**src/rtl/pms_pkg.sv**
```systemverilog
package pms_pkg;
  typedef enum logic [2:0] {
    ST_NORMAL  = 3'd0,
    ST_NAP     = 3'd1,
    ST_SLEEP   = 3'd2,
    ST_WAKE_SU = 3'd3,
    ST_WAKE_PU = 3'd4
  } pwr_state_e;

  typedef enum logic [1:0] {
    MD_NORMAL = 2'd0,
    MD_NAP    = 2'd1,
    MD_SLEEP  = 2'd2
  } pwr_mode_e;
endpackage

```
**src/rtl/pms_strap_dec.sv**
```systemverilog
module pms_strap_dec
  import pms_pkg::*;
(
  input  logic [1:0] strap_i,
  output pwr_mode_e  mode_o
);
  always_comb begin
    unique casez (strap_i)
      2'b00:   mode_o = MD_NORMAL;
      2'b01:   mode_o = MD_SLEEP;   // floating strap
      default: mode_o = MD_NAP;     // strap tied high
    endcase
  end
endmodule

```
**src/rtl/pms_cmd_dec.sv**
```systemverilog
module pms_cmd_dec
  import pms_pkg::*;
#(
  parameter int ADDR_W  = 8,
  parameter int DATA_W  = 8,
  parameter int PD_ADDR = 25
) (
  input  logic              we_i,
  input  logic              en_i,
  input  logic [ADDR_W-1:0] addr_i,
  input  logic [DATA_W-1:0] data_i,
  output logic              hit_o,
  output pwr_mode_e         mode_o
);
  logic       sel;
  logic       code_ok;
  logic [2:0] code;
  logic       unused_lsb;

  assign unused_lsb = data_i[0];
  assign code       = data_i[3:1];
  assign sel        = we_i && en_i && (addr_i == ADDR_W'(PD_ADDR))
                      && (data_i[DATA_W-1:4] == '0);

  always_comb begin
    code_ok = 1'b1;
    mode_o  = MD_NORMAL;
    unique case (code)
      3'b001:  mode_o = MD_NORMAL;
      3'b010:  mode_o = MD_NAP;
      3'b100:  mode_o = MD_SLEEP;
      default: code_ok = 1'b0;
    endcase
  end

  assign hit_o = sel && code_ok;
endmodule

```
**src/rtl/pms_timer.sv**
```systemverilog
module pms_timer #(
  parameter int CNT_W = 8
) (
  input  logic             clk_i,
  input  logic             rst_ni,
  input  logic             load_i,
  input  logic             clr_i,
  input  logic [CNT_W-1:0] load_val_i,
  output logic             done_o
);
  logic [CNT_W-1:0] cnt_q;

  always_ff @(posedge clk_i or negedge rst_ni) begin
    if (!rst_ni)             cnt_q <= '0;
    else if (clr_i)          cnt_q <= '0;
    else if (load_i)         cnt_q <= load_val_i;
    else if (cnt_q != '0)    cnt_q <= cnt_q - 1'b1;
  end

  assign done_o = (cnt_q == '0);
endmodule

```
**src/rtl/pwr_mode_seq.sv**
```systemverilog
module pwr_mode_seq
  import pms_pkg::*;
#(
  parameter int CLK_HZ   = 250_000_000,
  parameter int SETUP_US = 150,
  parameter int PWRUP_US = 1000,
  parameter int ADDR_W   = 8,
  parameter int DATA_W   = 8,
  parameter int PD_ADDR  = 25
) (
  input  logic              clk_i,
  input  logic              rst_ni,
  input  logic [1:0]        strap_i,
  input  logic              cs_ni,
  input  logic              reg_we_i,
  input  logic [ADDR_W-1:0] reg_addr_i,
  input  logic [DATA_W-1:0] reg_wdata_i,
  input  logic              clk_stop_i,
  input  logic              dll_lock_i,
  output logic [2:0]        state_o,
  output logic              ready_o,
  output logic              regbank_ok_o,
  output logic              data_oe_o,
  output logic              clkout_oe_o,
  output logic              ovr_oe_o
);
  localparam int CYC_PER_US = CLK_HZ / 1_000_000;
  localparam int SU_CYC     = CYC_PER_US * SETUP_US;
  localparam int PU_CYC     = CYC_PER_US * PWRUP_US;
  localparam int MAX_CYC    = (SU_CYC > PU_CYC) ? SU_CYC : PU_CYC;
  localparam int CNT_W      = $clog2(MAX_CYC + 1);

  pwr_state_e state_q, state_d;
  pwr_mode_e  strap_mode, cmd_mode, sw_mode_q, tgt;
  logic       sw_own_q, cmd_hit;
  logic       regs_on_q, regs_on_d;
  logic       cs_q, cs_fall;
  logic       su_load, su_clr, su_done;
  logic       pu_load, pu_clr, pu_done;

  pms_strap_dec i_strap (
    .strap_i (strap_i),
    .mode_o  (strap_mode)
  );

  pms_cmd_dec #(
    .ADDR_W  (ADDR_W),
    .DATA_W  (DATA_W),
    .PD_ADDR (PD_ADDR)
  ) i_cmd (
    .we_i   (reg_we_i),
    .en_i   (regs_on_q),
    .addr_i (reg_addr_i),
    .data_i (reg_wdata_i),
    .hit_o  (cmd_hit),
    .mode_o (cmd_mode)
  );

  pms_timer #(.CNT_W(CNT_W)) i_su_tmr (
    .clk_i      (clk_i),
    .rst_ni     (rst_ni),
    .load_i     (su_load),
    .clr_i      (su_clr),
    .load_val_i (CNT_W'(SU_CYC - 1)),
    .done_o     (su_done)
  );

  pms_timer #(.CNT_W(CNT_W)) i_pu_tmr (
    .clk_i      (clk_i),
    .rst_ni     (rst_ni),
    .load_i     (pu_load),
    .clr_i      (pu_clr),
    .load_val_i (CNT_W'(PU_CYC - 1)),
    .done_o     (pu_done)
  );

  // software ownership: first valid command wins over the strap for good
  always_ff @(posedge clk_i or negedge rst_ni) begin
    if (!rst_ni) begin
      sw_own_q  <= 1'b0;
      sw_mode_q <= MD_NORMAL;
    end else if (cmd_hit) begin
      sw_own_q  <= 1'b1;
      sw_mode_q <= cmd_mode;
    end
  end

  assign tgt     = sw_own_q ? sw_mode_q : strap_mode;
  assign cs_fall = cs_q && !cs_ni;

  always_comb begin
    state_d   = state_q;
    regs_on_d = regs_on_q;
    su_load   = 1'b0;
    su_clr    = 1'b0;
    pu_load   = 1'b0;
    pu_clr    = 1'b0;
    unique case (state_q)
      ST_NORMAL: begin
        if (tgt == MD_NAP)        state_d = ST_NAP;
        else if (tgt == MD_SLEEP) state_d = ST_SLEEP;
      end
      ST_NAP: begin
        if (tgt == MD_SLEEP) state_d = ST_SLEEP;
        else if (tgt == MD_NORMAL && (!clk_stop_i || dll_lock_i))
          state_d = ST_NORMAL;
      end
      ST_SLEEP: begin
        if (tgt == MD_NORMAL) begin
          state_d = ST_WAKE_PU;
          pu_load = 1'b1;
        end else if (tgt == MD_NAP) begin
          state_d = ST_NAP;
        end else if (cs_fall && !regs_on_q) begin
          state_d = ST_WAKE_SU;
          su_load = 1'b1;
        end
      end
      ST_WAKE_SU: begin
        if (cs_ni) begin
          state_d = ST_SLEEP;
          su_clr  = 1'b1;
        end else if (su_done) begin
          state_d   = ST_SLEEP;
          regs_on_d = 1'b1;
        end
      end
      ST_WAKE_PU: begin
        if (tgt == MD_SLEEP) begin
          state_d = ST_SLEEP;
          pu_clr  = 1'b1;
        end else if (tgt == MD_NAP) begin
          state_d = ST_NAP;
          pu_clr  = 1'b1;
        end else if (pu_done) begin
          state_d = ST_NORMAL;
        end
      end
      default: state_d = ST_NORMAL;
    endcase
    // register bank power follows chip select only while asleep
    if (state_q == ST_SLEEP && cs_ni)
      regs_on_d = 1'b0;
    else if (state_q != ST_SLEEP && state_q != ST_WAKE_SU)
      regs_on_d = 1'b1;
  end

  always_ff @(posedge clk_i or negedge rst_ni) begin
    if (!rst_ni) begin
      state_q   <= ST_NORMAL;
      regs_on_q <= 1'b1;
      cs_q      <= 1'b1;
    end else begin
      state_q   <= state_d;
      regs_on_q <= regs_on_d;
      cs_q      <= cs_ni;
    end
  end

  assign state_o      = state_q;
  assign ready_o      = (state_q == ST_NORMAL) && su_done && pu_done;
  assign regbank_ok_o = regs_on_q;
  assign data_oe_o    = (state_q == ST_NORMAL);
  assign clkout_oe_o  = (state_q == ST_NORMAL);
  assign ovr_oe_o     = (state_q == ST_NORMAL);
endmodule

```
**config.mk**
```make
export PLATFORM = sky130hd
export DESIGN_NAME = pwr_mode_seq
export DESIGN_NICKNAME = d
export VERILOG_FILES = /design/src/rtl/pms_pkg.sv /design/src/rtl/pms_strap_dec.sv /design/src/rtl/pms_cmd_dec.sv /design/src/rtl/pms_timer.sv /design/src/rtl/pwr_mode_seq.sv
export SDC_FILE = /design/constraint.sdc
export NUM_CORES = 1
export LEC_CHECK = 0
export CAP_MARGIN = 40
export CORE_UTILIZATION = 55
export DETAILED_ROUTE_END_ITERATION = 10
export DONT_BUFFER_PORTS = 1
export PLACE_DENSITY = 0.73
export SLEW_MARGIN = 25
export SYNTH_ARGS = -nofsm -noshare
export SYNTH_HDL_FRONTEND = slang
export SYNTH_SLANG_ARGS = --single-unit
```
**constraint.sdc**
```tcl
create_clock -name clk_i -period 2.43 [get_ports clk_i]
set_clock_uncertainty 0.05 [all_clocks]
set_input_delay 0.243 -clock clk_i [delete_from_list [all_inputs] [get_ports clk_i]]
set_output_delay 0.243 -clock clk_i [all_outputs]
set_load 0.02 [all_outputs]
```
Word-level counts from Yosys, hierarchy flattened --
Cells that the tools add are included.
Word-level totals: register bits 44
Cells by class: add/sub/neg operators 2, equal/unequal tests 19, mux-type cells 39, reductions and logical operators 30
Operators with widths (number):
- 2-to-1 mux 18 bit | 6
- logical NOT 18 bit | 2
- 2-to-1 mux 3 bit | 12
- nonzero test 18 bit | 2
- subtractor 18 x 1 -> 18 bit (second input constant) | 2
- 2-to-1 mux 1 bit | 17
- case mux 3 bit (5 select lines) | 1
- nonzero test 3 bit | 4
- logical AND 1 bit | 11
- == test 3 x 2 -> 1 bit (second input constant) | 3
- == test 8 x 5 -> 1 bit (second input constant) | 1
- inequality test 4 bit (second input constant) | 2
- case mux 2 bit (2 select lines) | 2
- == test 3 x 1 -> 1 bit (second input constant) | 2
- == test 3 bit (second input constant) | 2
- inequality test 3 x 1 -> 1 bit (second input constant) | 2
- inequality test 3 x 2 -> 1 bit (second input constant) | 2
- inequality test 3 bit (second input constant) | 2
- AND reduction 5 bit | 1
- == test 2 x 1 -> 1 bit (second input constant) | 2
- logical NOT 2 bit | 2
- logical NOT 4 bit | 1
- logical NOT 1 bit | 3
- logical NOT 3 bit | 1
- other kinds (5) | 5

Longest topological paths before layout --
Gate-level depths: netlist of the first run.
depth in word-level cells 9, depth in mapped cells 8, mapped depth without buffers 8

By module --
Synthesis of the first run repeated with hierarchy kept, for this count alone.
Unflattened totals: cells, all modules 313, area, all modules 2964.1 sq um
By module, submodules not included:
- pms_timer | instances 2, cells each 119, area each 1123.6 sq um, seq. area each 450.4 sq um
- pwr_mode_seq | instances 1, cells each 62, area each 614.3 sq um, seq. area each 202.7 sq um
- pms_cmd_dec | instances 1, cells each 11, area each 92.6 sq um, seq. area each 0.0 sq um
- pms_strap_dec | instances 1, cells each 2, area each 10.0 sq um, seq. area each 0.0 sq um

Worst setup path before layout of the first run --
No wires, ideal clock.
path kind register to register, from register sw_own_q, to register i_su_tmr.cnt_q[1], setup time 0.096 ns, arrival time 2.177 ns, path slack 0.107 ns, stages on the path, launching flop included 9, path buffers 1, clock period less this slack 2.323 ns, cell sequence dfrtp_1 nor3b_1 nor2_1 ha_1 or4_1 or2_0 buf_2 nor3b_1 a311oi_2
On the way: word-level cells in the longest chain between the ends 7, elaborated cells between the ends (all ways) 9
RTL lines:
- start, declared | line pwr_mode_seq.sv:35 | logic sw_own_q, cmd_hit;
- start signal, assigned | line pwr_mode_seq.sv:80 | sw_own_q <= 1'b0;
- start signal, assigned | line pwr_mode_seq.sv:83 | sw_own_q <= 1'b1;
- 2-to-1 mux 2 bit * | line pwr_mode_seq.sv:88 | assign tgt = sw_own_q ? sw_mode_q : strap_mode;
- == test 2 x 1 -> 1 bit | line pwr_mode_seq.sv:112 | end else if (tgt == MD_NAP) begin
- 2-to-1 mux 1 bit | line pwr_mode_seq.sv:112
- 2-to-1 mux 1 bit * | line pwr_mode_seq.sv:109 | if (tgt == MD_NORMAL) begin
- 2-to-1 mux 1 bit * | line pwr_mode_seq.sv:98 | unique case (state_q)
- 2-to-1 mux 18 bit | line pms_timer.sv:16 | else if (load_i) cnt_q <= load_val_i;
- 2-to-1 mux 18 bit | line pms_timer.sv:15 | else if (clr_i) cnt_q <= '0;
- end signal, assigned | line pms_timer.sv:16
- end signal, assigned | line pms_timer.sv:17 | else if (cnt_q != '0) cnt_q <= cnt_q - 1'b1;
- end, declared | line pms_timer.sv:11 | logic [CNT_W-1:0] cnt_q;
Every way passes the cells marked *; elsewhere a longest branch is shown, timed or not. A chain may end at the register's enable or synchronous reset.

Worst setup path after layout of the first run --
Ends and elaborated chain as after synthesis.

==> results.py, run 1 <==
metrics = {
    "status": {
        "run_status": "finished clean",
    },
    "pwr": {
        "peakVddDrop_mv": 0.630,
        "leakage_nw": 1.21,
        "p_total_w": 0.00332,
        "power_density_mw_per_mm2": 1140,
    },
    "clocking": {
        "numCtsBuffers": 5,
        "ctsHtreeMaxLevel": 2,
        "clockBufferDepth": 2,
        "cts.root.buffer_cell": "clkbuf_8",
        "cts_sinks": 44,
        "clkLatencyLatePin_ns": 0.30,
        "cts.clk_slew.worst_paths_ns": 0.08,
        "cts_tree": "yes",
    },
    "place": {
        "dpl.cell_count": 340,
        "pre_cts_ws_ns": 0.0404,
        "portBuffers": 0,
        "dp_hpwl_microns": 3680,
        "place.gp.congestion": 0.878,
    },
    "die": {
        "die_y_microns": 70.3,
        "die-area_sq_mm": 0.00494,
        "die_w_microns": 70.3,
        "start_util": 0.581,
        "rows": 24,
        "fp.coreArea_sq_mm": 0.00441,
        "io_pins": 32,
    },
    "sta": {
        "layout_setup_ws_ns": 0.0934,
        "drv_slew": 0,
        "final.period_utilization": 0.962,
        "max_freq_mhz": 428,
        "max_slew_margin": 0.601,
        "final_hold_viol_count": 0,
        "worstMarginPinSlew_ns": 0.597,
        "setup-violations-final": 0,
        "period_minus_slack_ns": 2.34,
    },
    "grt": {
        "grt_max_degree": 45,
        "met2_usage": 0.383,
        "track_usage": 0.229,
        "grt.met3_usage": 0.0548,
        "grtUsageMet1": 0.292,
        "grt_pass1_vias": 2022,
        "overflow": 0,
        "gr-max-usage-layer": "met2",
        "grt_pass1_wl_microns": 8970,
        "antenna_found_initial": 0,
    },
    "synth": {
        "async_flop_share": 1.00,
        "avgSynthCellArea_sq_um": 9.12,
        "yosys_most_used_dff": "dfrtp_1",
        "yosysWarningCount": 0,
        "synth_area_sq_mm": 0.00256,
        "synth-seq-cells": 44,
        "synthDistinctLibCells": 50,
        "ys_seq_area_frac": 0.430,
        "synth-edff-count": 0,
        "syn_inst": 281,
        "syn-num-nets": 311,
    },
    "critical_path": {
        "crit_family": "simple AND/OR/NAND/NOR gates",
        "critical_path_buf_inv_count": 1,
        "worstSetupStartpoint": "sw_own_q",
        "critical_path.cell_chain": "mux2_2, ha_2, or4_1, or2_1, buf_4, a311oi_2",
        "path_max_fanout": 4,
        "crit_path_start_kind": "flop",
        "rr_startpoint": "sw_own_q",
        "critPathArrivalTime_ns": 2.50,
        "critPathKind": "flop to flop",
        "worst_ep_required_time_ns": 2.59,
        "critical-path-max-stage-delay_ns": 0.54,
        "setup.worst_path.end_class": "flop",
        "critPathSlowestCell": "or4_1",
    },
    "cells_and_area": {
        "fin_cells": 352,
        "n_fill_cell": 354,
        "post-route-util": 0.661,
        "drive_above_1_share": 0.147,
        "diodes": 0,
        "area_growth_pct": 13.8,
        "final_nets": 329,
    },
    "flow_run": {
        "cap_violations": 0,
    },
    "hold_path": {
        "hp-start": "cs_ni",
        "min_path_type": "input pin to flop",
    },
    "detailed_routing": {
        "avgRoutedWirePerCell_microns": 14.6,
        "avgViaCountPerCell": 5.88,
        "antenna_left": 0,
        "vias": 2069,
        "drt_iter0_drc": 65,
        "totalWireLength_microns": 5140,
        "firstDrtPassIters": 4,
        "drc_errors": 0,
    },
}
repair_timing:
item | in CTS | in global routing
endpoints found under the hold margin | 45 | 0
hold buffers | 3 | 0
setup buffers | 0 | 1
resized for setup | 1 | 6
endpoints found under the setup margin | 1 | 10
layer usage:
metal,vias up,routed length [microns]
met4,0,65
met1,992,2450
li1,1048,-
met5,-,0
met3,7,135
met2,22,2490
path summary, 6_finish.rpt:
path	end	slack [ns]	depth (start not counted)
max in group asynchronous	cs_q	1.68	2
setup / recovery	i_su_tmr.cnt_q[1]	0.09	6
hold / removal	regbank_ok_o	0.09	2
hold reg to reg	sw_mode_q[1]	0.46	1
setup reg to reg	i_su_tmr.cnt_q[1]	0.09	6
min in group asynchronous	state_o[1]	0.39	2
logic make-up (layout without fill, tap and decap cells):
group,count (synthesis),count (layout),share of synthesized area
muxes,7,7,0.0288
adders and majority gates,6,6,0.0293
DFF,44,44,0.430
buffers and inverters,20,39,0.0332
AOI/OAI and AO/OA,58,58,0.145
and+or+nand+nor,122,122,0.251
xor gates and xnor gates,24,24,0.0820
synth_stat cells (2+ instances only):
cell type	count	share of area
a31oi_1	3	0.0073
o31ai_1	2	0.0059
nand4_1	2	0.0049
nand2_1	20	0.029
o21ai_0	12	0.023
nor3_1	14	0.027
clkbuf_1	7	0.010
mux2i_1	4	0.016
or4_1	4	0.012
buf_2	2	0.0039
a21oi_1	20	0.039
dfstp_2	2	0.020
nand3_1	7	0.014
nor3b_1	6	0.018
or2_2	2	0.0049
mux2_2	3	0.013
o211ai_1	5	0.015
nor4_1	10	0.024
nor2_1	32	0.047
dfrtp_1	42	0.41
xor2_1	13	0.044
nand3b_1	3	0.0088
nand2b_1	5	0.012
nor4b_1	2	0.0068
inv_1	9	0.013
or3_1	2	0.0049
and2_1	4	0.0098
o2111ai_1	2	0.0068
xnor2_1	11	0.038
nor2b_1	4	0.0098
ha_1	6	0.029
or3b_1	2	0.0068
buf_4	2	0.0059
per-stage QoR:
step / hold slack (ns) / area [sq um] / TNS, ns
finish: 0.0873 / 2920 / 0
global route: 0.109 / 2920 / -0.00465
global placement: -0.102 / 2720 / 0
CTS: 0.0856 / 2890 / 0
detailed placement: -0.102 / 2720 / 0
floorplan: -0.103 / 2560 / 0
worst register-to-register path, stage by stage (launching register included):
cell and delay (ns):
dfrtp_1 0.40, mux2_2 0.38, ha_2 0.22, or4_1 0.54, or2_1 0.26, buf_4 0.16, a311oi_2 0.25
cells in the final DEF, fill, tap and decap left out, types with 4 or more instances in the layout:
| cell | Yosys | routed |
|---|---|---|
| nor3_1 | 14 | 13 |
| nand2_1 | 20 | 20 |
| or4_1 | 4 | 4 |
| nor2b_1 | 4 | 4 |
| dfrtp_1 | 42 | 42 |
| mux2i_1 | 4 | 4 |
| ha_1 | 6 | 5 |
| nand2b_1 | 5 | 5 |
| xor2_1 | 13 | 13 |
| inv_1 | 9 | 9 |
| clkbuf_8 | 0 | 7 |
| nor2_1 | 32 | 32 |
| nor4_1 | 10 | 8 |
| xnor2_1 | 11 | 11 |
| o21ai_0 | 12 | 12 |
| nand3_1 | 7 | 7 |
| a21oi_1 | 20 | 20 |
| buf_4 | 2 | 19 |
| o211ai_1 | 5 | 5 |
| nor3b_1 | 6 | 4 |
where the power goes:
part	switching (W)	internal (W)
Clock	0.000243	0.000363
Combinational	0.000693	0.000614
Sequential	0.000375	0.00103
Total	0.00131	0.00201
cell type report:
cell class,instances,area [sq um],share of cell area
Clock buffer,7,96.3,0.0330
Sequential cell,44,1100,0.378
Multi-Input combinational cell,217,1410,0.482
Timing Repair Buffer,22,183,0.0626
Inverter,9,33.8,0.0116
Clock inverter,1,30.0,0.0103
Tap cell,52,65.1,0.0223
registers in the layout (all words and copies together) (netlist names):
signal,cells
i_su_tmr.cnt_q,18
i_pu_tmr.cnt_q,18
sw_own_q,1
regbank_ok_o,1
cs_q,1
sw_mode_q,2
state_o,3
Power figures use the tool's default switching activity.
==> inputs of run 2 (changes only) <==
Settings changed: ABC_AREA set to 1.
==> run 2 against run 1 <==
Net effect:
- global-route usage up 0.63 points
- worst hold slack worse by 0.049 ns
- via count up 23%
- die area up 14%
- synthesized area up 14%
- first-iteration DRC count up 150%
- clock power up 28%
- worst setup slack better by 0.068 ns
- final area up 11%
- routed wire length up 17%
- critical path depth unchanged
- sequential power down 40%
- critical endpoint is now ready_o
- largest cell class unchanged
==> results.py, run 2 <==
metrics = {
    "status": {
        "run_status": "finished clean",
    },
    "die": {
        "io_pins": 32,
        "die_w_microns": 74.9,
        "die_y_microns": 74.9,
        "die-area_sq_mm": 0.00562,
        "fp.coreArea_sq_mm": 0.00511,
        "start_util": 0.573,
        "rows": 26,
    },
    "detailed_routing": {
        "drc_errors": 0,
        "avgViaCountPerCell": 5.12,
        "drt_iter0_drc": 161,
        "avgRoutedWirePerCell_microns": 12.1,
        "antenna_left": 0,
        "totalWireLength_microns": 5990,
        "vias": 2545,
        "firstDrtPassIters": 4,
    },
    "pwr": {
        "power_density_mw_per_mm2": 567,
        "peakVddDrop_mv": 0.460,
        "leakage_nw": 1.67,
        "p_total_w": 0.00184,
    },
    "clocking": {
        "clockBufferDepth": 2,
        "clkLatencyLatePin_ns": 0.30,
        "cts.clk_slew.worst_paths_ns": 0.08,
        "cts.root.buffer_cell": "clkbuf_8",
        "ctsHtreeMaxLevel": 2,
        "numCtsBuffers": 5,
        "cts_tree": "yes",
        "cts_sinks": 44,
    },
    "place": {
        "pre_cts_ws_ns": 0.375,
        "portBuffers": 0,
        "dpl_cell_area_sq_mm": 0.00299,
        "place.gp.congestion": 0.935,
        "dp_hpwl_microns": 4330,
    },
    "hold_path": {
        "hp-start": "cs_ni",
        "min_path_type": "input pin to flop",
    },
    "sta": {
        "drv_slew": 0,
        "period_minus_slack_ns": 2.27,
        "final_hold_viol_count": 0,
        "final.period_utilization": 0.934,
        "rsz0062_at_grt": "no",
        "max_freq_mhz": 441,
        "setup-violations-final": 0,
        "fin_tns_setup_ns": 0,
        "max_slew_margin": 0.697,
        "worstMarginPinSlew_ns": 0.455,
        "layout_setup_ws_ns": 0.161,
    },
    "synth": {
        "netlist_top_cells_count": "nand2_1 (95), nor2_1 (86), inv_1 (53), dfrtp_1 (42), nand3_1 (25)",
        "async_flop_share": 1.00,
        "synth-edff-count": 0,
        "syn_inst": 413,
        "avgSynthCellArea_sq_um": 7.09,
        "synth.most_common_cell": "nand2_1",
        "synth-seq-cells": 44,
        "yosys_most_used_dff": "dfrtp_1",
        "yosysTopAreaCellShare": 0.359,
        "synth_area_sq_mm": 0.00293,
        "ys_seq_area_frac": 0.377,
        "syn-num-nets": 443,
        "synth_area_leaders": "dfrtp_1 (36%), nand2_1 (12%), nor2_1 (11%), inv_1 (6.8%), nand3_1 (4.3%)",
        "synthDistinctLibCells": 38,
        "yosysWarningCount": 0,
        "yosysTopAreaCell": "dfrtp_1",
    },
    "critical_path": {
        "worstSetupStartpoint": "i_su_tmr.cnt_q[0]",
        "critPathKind": "flop to primary output",
        "crit_path_start_kind": "flop",
        "critPathArrivalTime_ns": 1.98,
        "path_max_fanout": 10,
        "setup.worst_path.end_class": "primary output",
        "rr_startpoint": "i_su_tmr.cnt_q[0]",
        "worst_ep_required_time_ns": 2.14,
    },
    "cells_and_area": {
        "final_common_cell": "nand2_1",
        "area_growth_pct": 11.0,
        "post-route-util": 0.636,
        "stdcell_area_sq_mm": 0.00325,
        "diodes": 0,
        "final_nets": 456,
        "drive_above_1_share": 0.115,
        "mostFrequentLayoutCells": "nand2_1 (95), nor2_1 (86), inv_1 (53)",
    },
    "grt": {
        "grt_pass1_wl_microns": 9960,
        "grt_max_degree": 45,
        "track_usage": 0.236,
        "antenna_found_initial": 0,
        "grt_pass1_vias": 2284,
        "overflow": 0,
    },
    "flow_run": {
        "cap_violations": 0,
    },
}
## run 2: layer usage
layer,track usage,part of all wire,wire length (microns),up-vias
met5,0,0,0,-
met4,0.0776,0.013,77,0
li1,-,-,-,1317
met2,0.373,0.47,2810,50
met3,0.0549,0.038,227,8
met1,0.320,0.48,2880,1170
## run 2: timing repair
action | 4_1_cts | 5_1_grt
hold endpoints to repair | 46 | 0
gates resized for setup | 0 | 1
setup endpoints to repair | 0 | 1
hold buffers | 3 | 0
setup buffers | 0 | 6
## run 2: final timing paths
| path | slack (ns) | cells past startpoint | endpoint |
|---|---|---|---|
| setup / recovery | 0.16 | 6 | ready_o |
| hold / removal | 0.04 | 3 | regbank_ok_o |
| setup reg to reg | 0.39 | 10 | state_o[1] |
| min in group asynchronous | 0.39 | 2 | i_su_tmr.cnt_q[15] |
| max in group asynchronous | 1.67 | 2 | cs_q |
| hold reg to reg | 0.44 | 2 | i_pu_tmr.cnt_q[1] |
## run 2: kinds of logic (layout without fill, tap and decap cells)
family | count (synthesis) | in the layout | share of synthesized area
buffers and inverters | 64 | 78 | 0.0911
adder cells (fa/ha/maj) | 6 | 6 | 0.0257
AO/OA/AOI/OAI | 37 | 37 | 0.0744
AND/OR/NAND/NOR | 253 | 253 | 0.405
XOR/XNOR | 9 | 9 | 0.0269
flip-flops | 44 | 44 | 0.377
## run 2: where the power goes
group          total, W  switching (W)  leakage, nW  internal (W)
registers      0.000839      0.0000520        0.511      0.000787
logic          0.000225       0.000140         1.08     0.0000856
clock network  0.000778       0.000264       0.0784      0.000514
total           0.00184       0.000456         1.67       0.00139
## run 2: through the flow
step | hold slack [ns] | cells
6_report | 0.0383 | 497
4_1_cts | 0.0383 | 491
3_3_place_gp | -0.101 | 480
2_1_floorplan | -0.103 | 413
5_1_grt | 0.0470 | 497
3_5_place_dp | -0.102 | 480
## run 2: final cells by class
class,count,area (sq um)
Clock inverter,3,90.1
Sequential cell,44,1100
Fill cell,473,1860
Inverter,59,224
Multi-Input combinational cell,305,1570
Clock buffer,5,68.8
Tap cell,70,87.6
Timing Repair Buffer,11,108
## run 2: worst max-delay path, cell delays in order, from the launching register on
cell     delay [ns]
dfrtp_1        0.43
inv_1          0.11
ha_1           0.21
nand3_2        0.15
nor2_4         0.24
nand3_4        0.19
nor3b_4        0.34
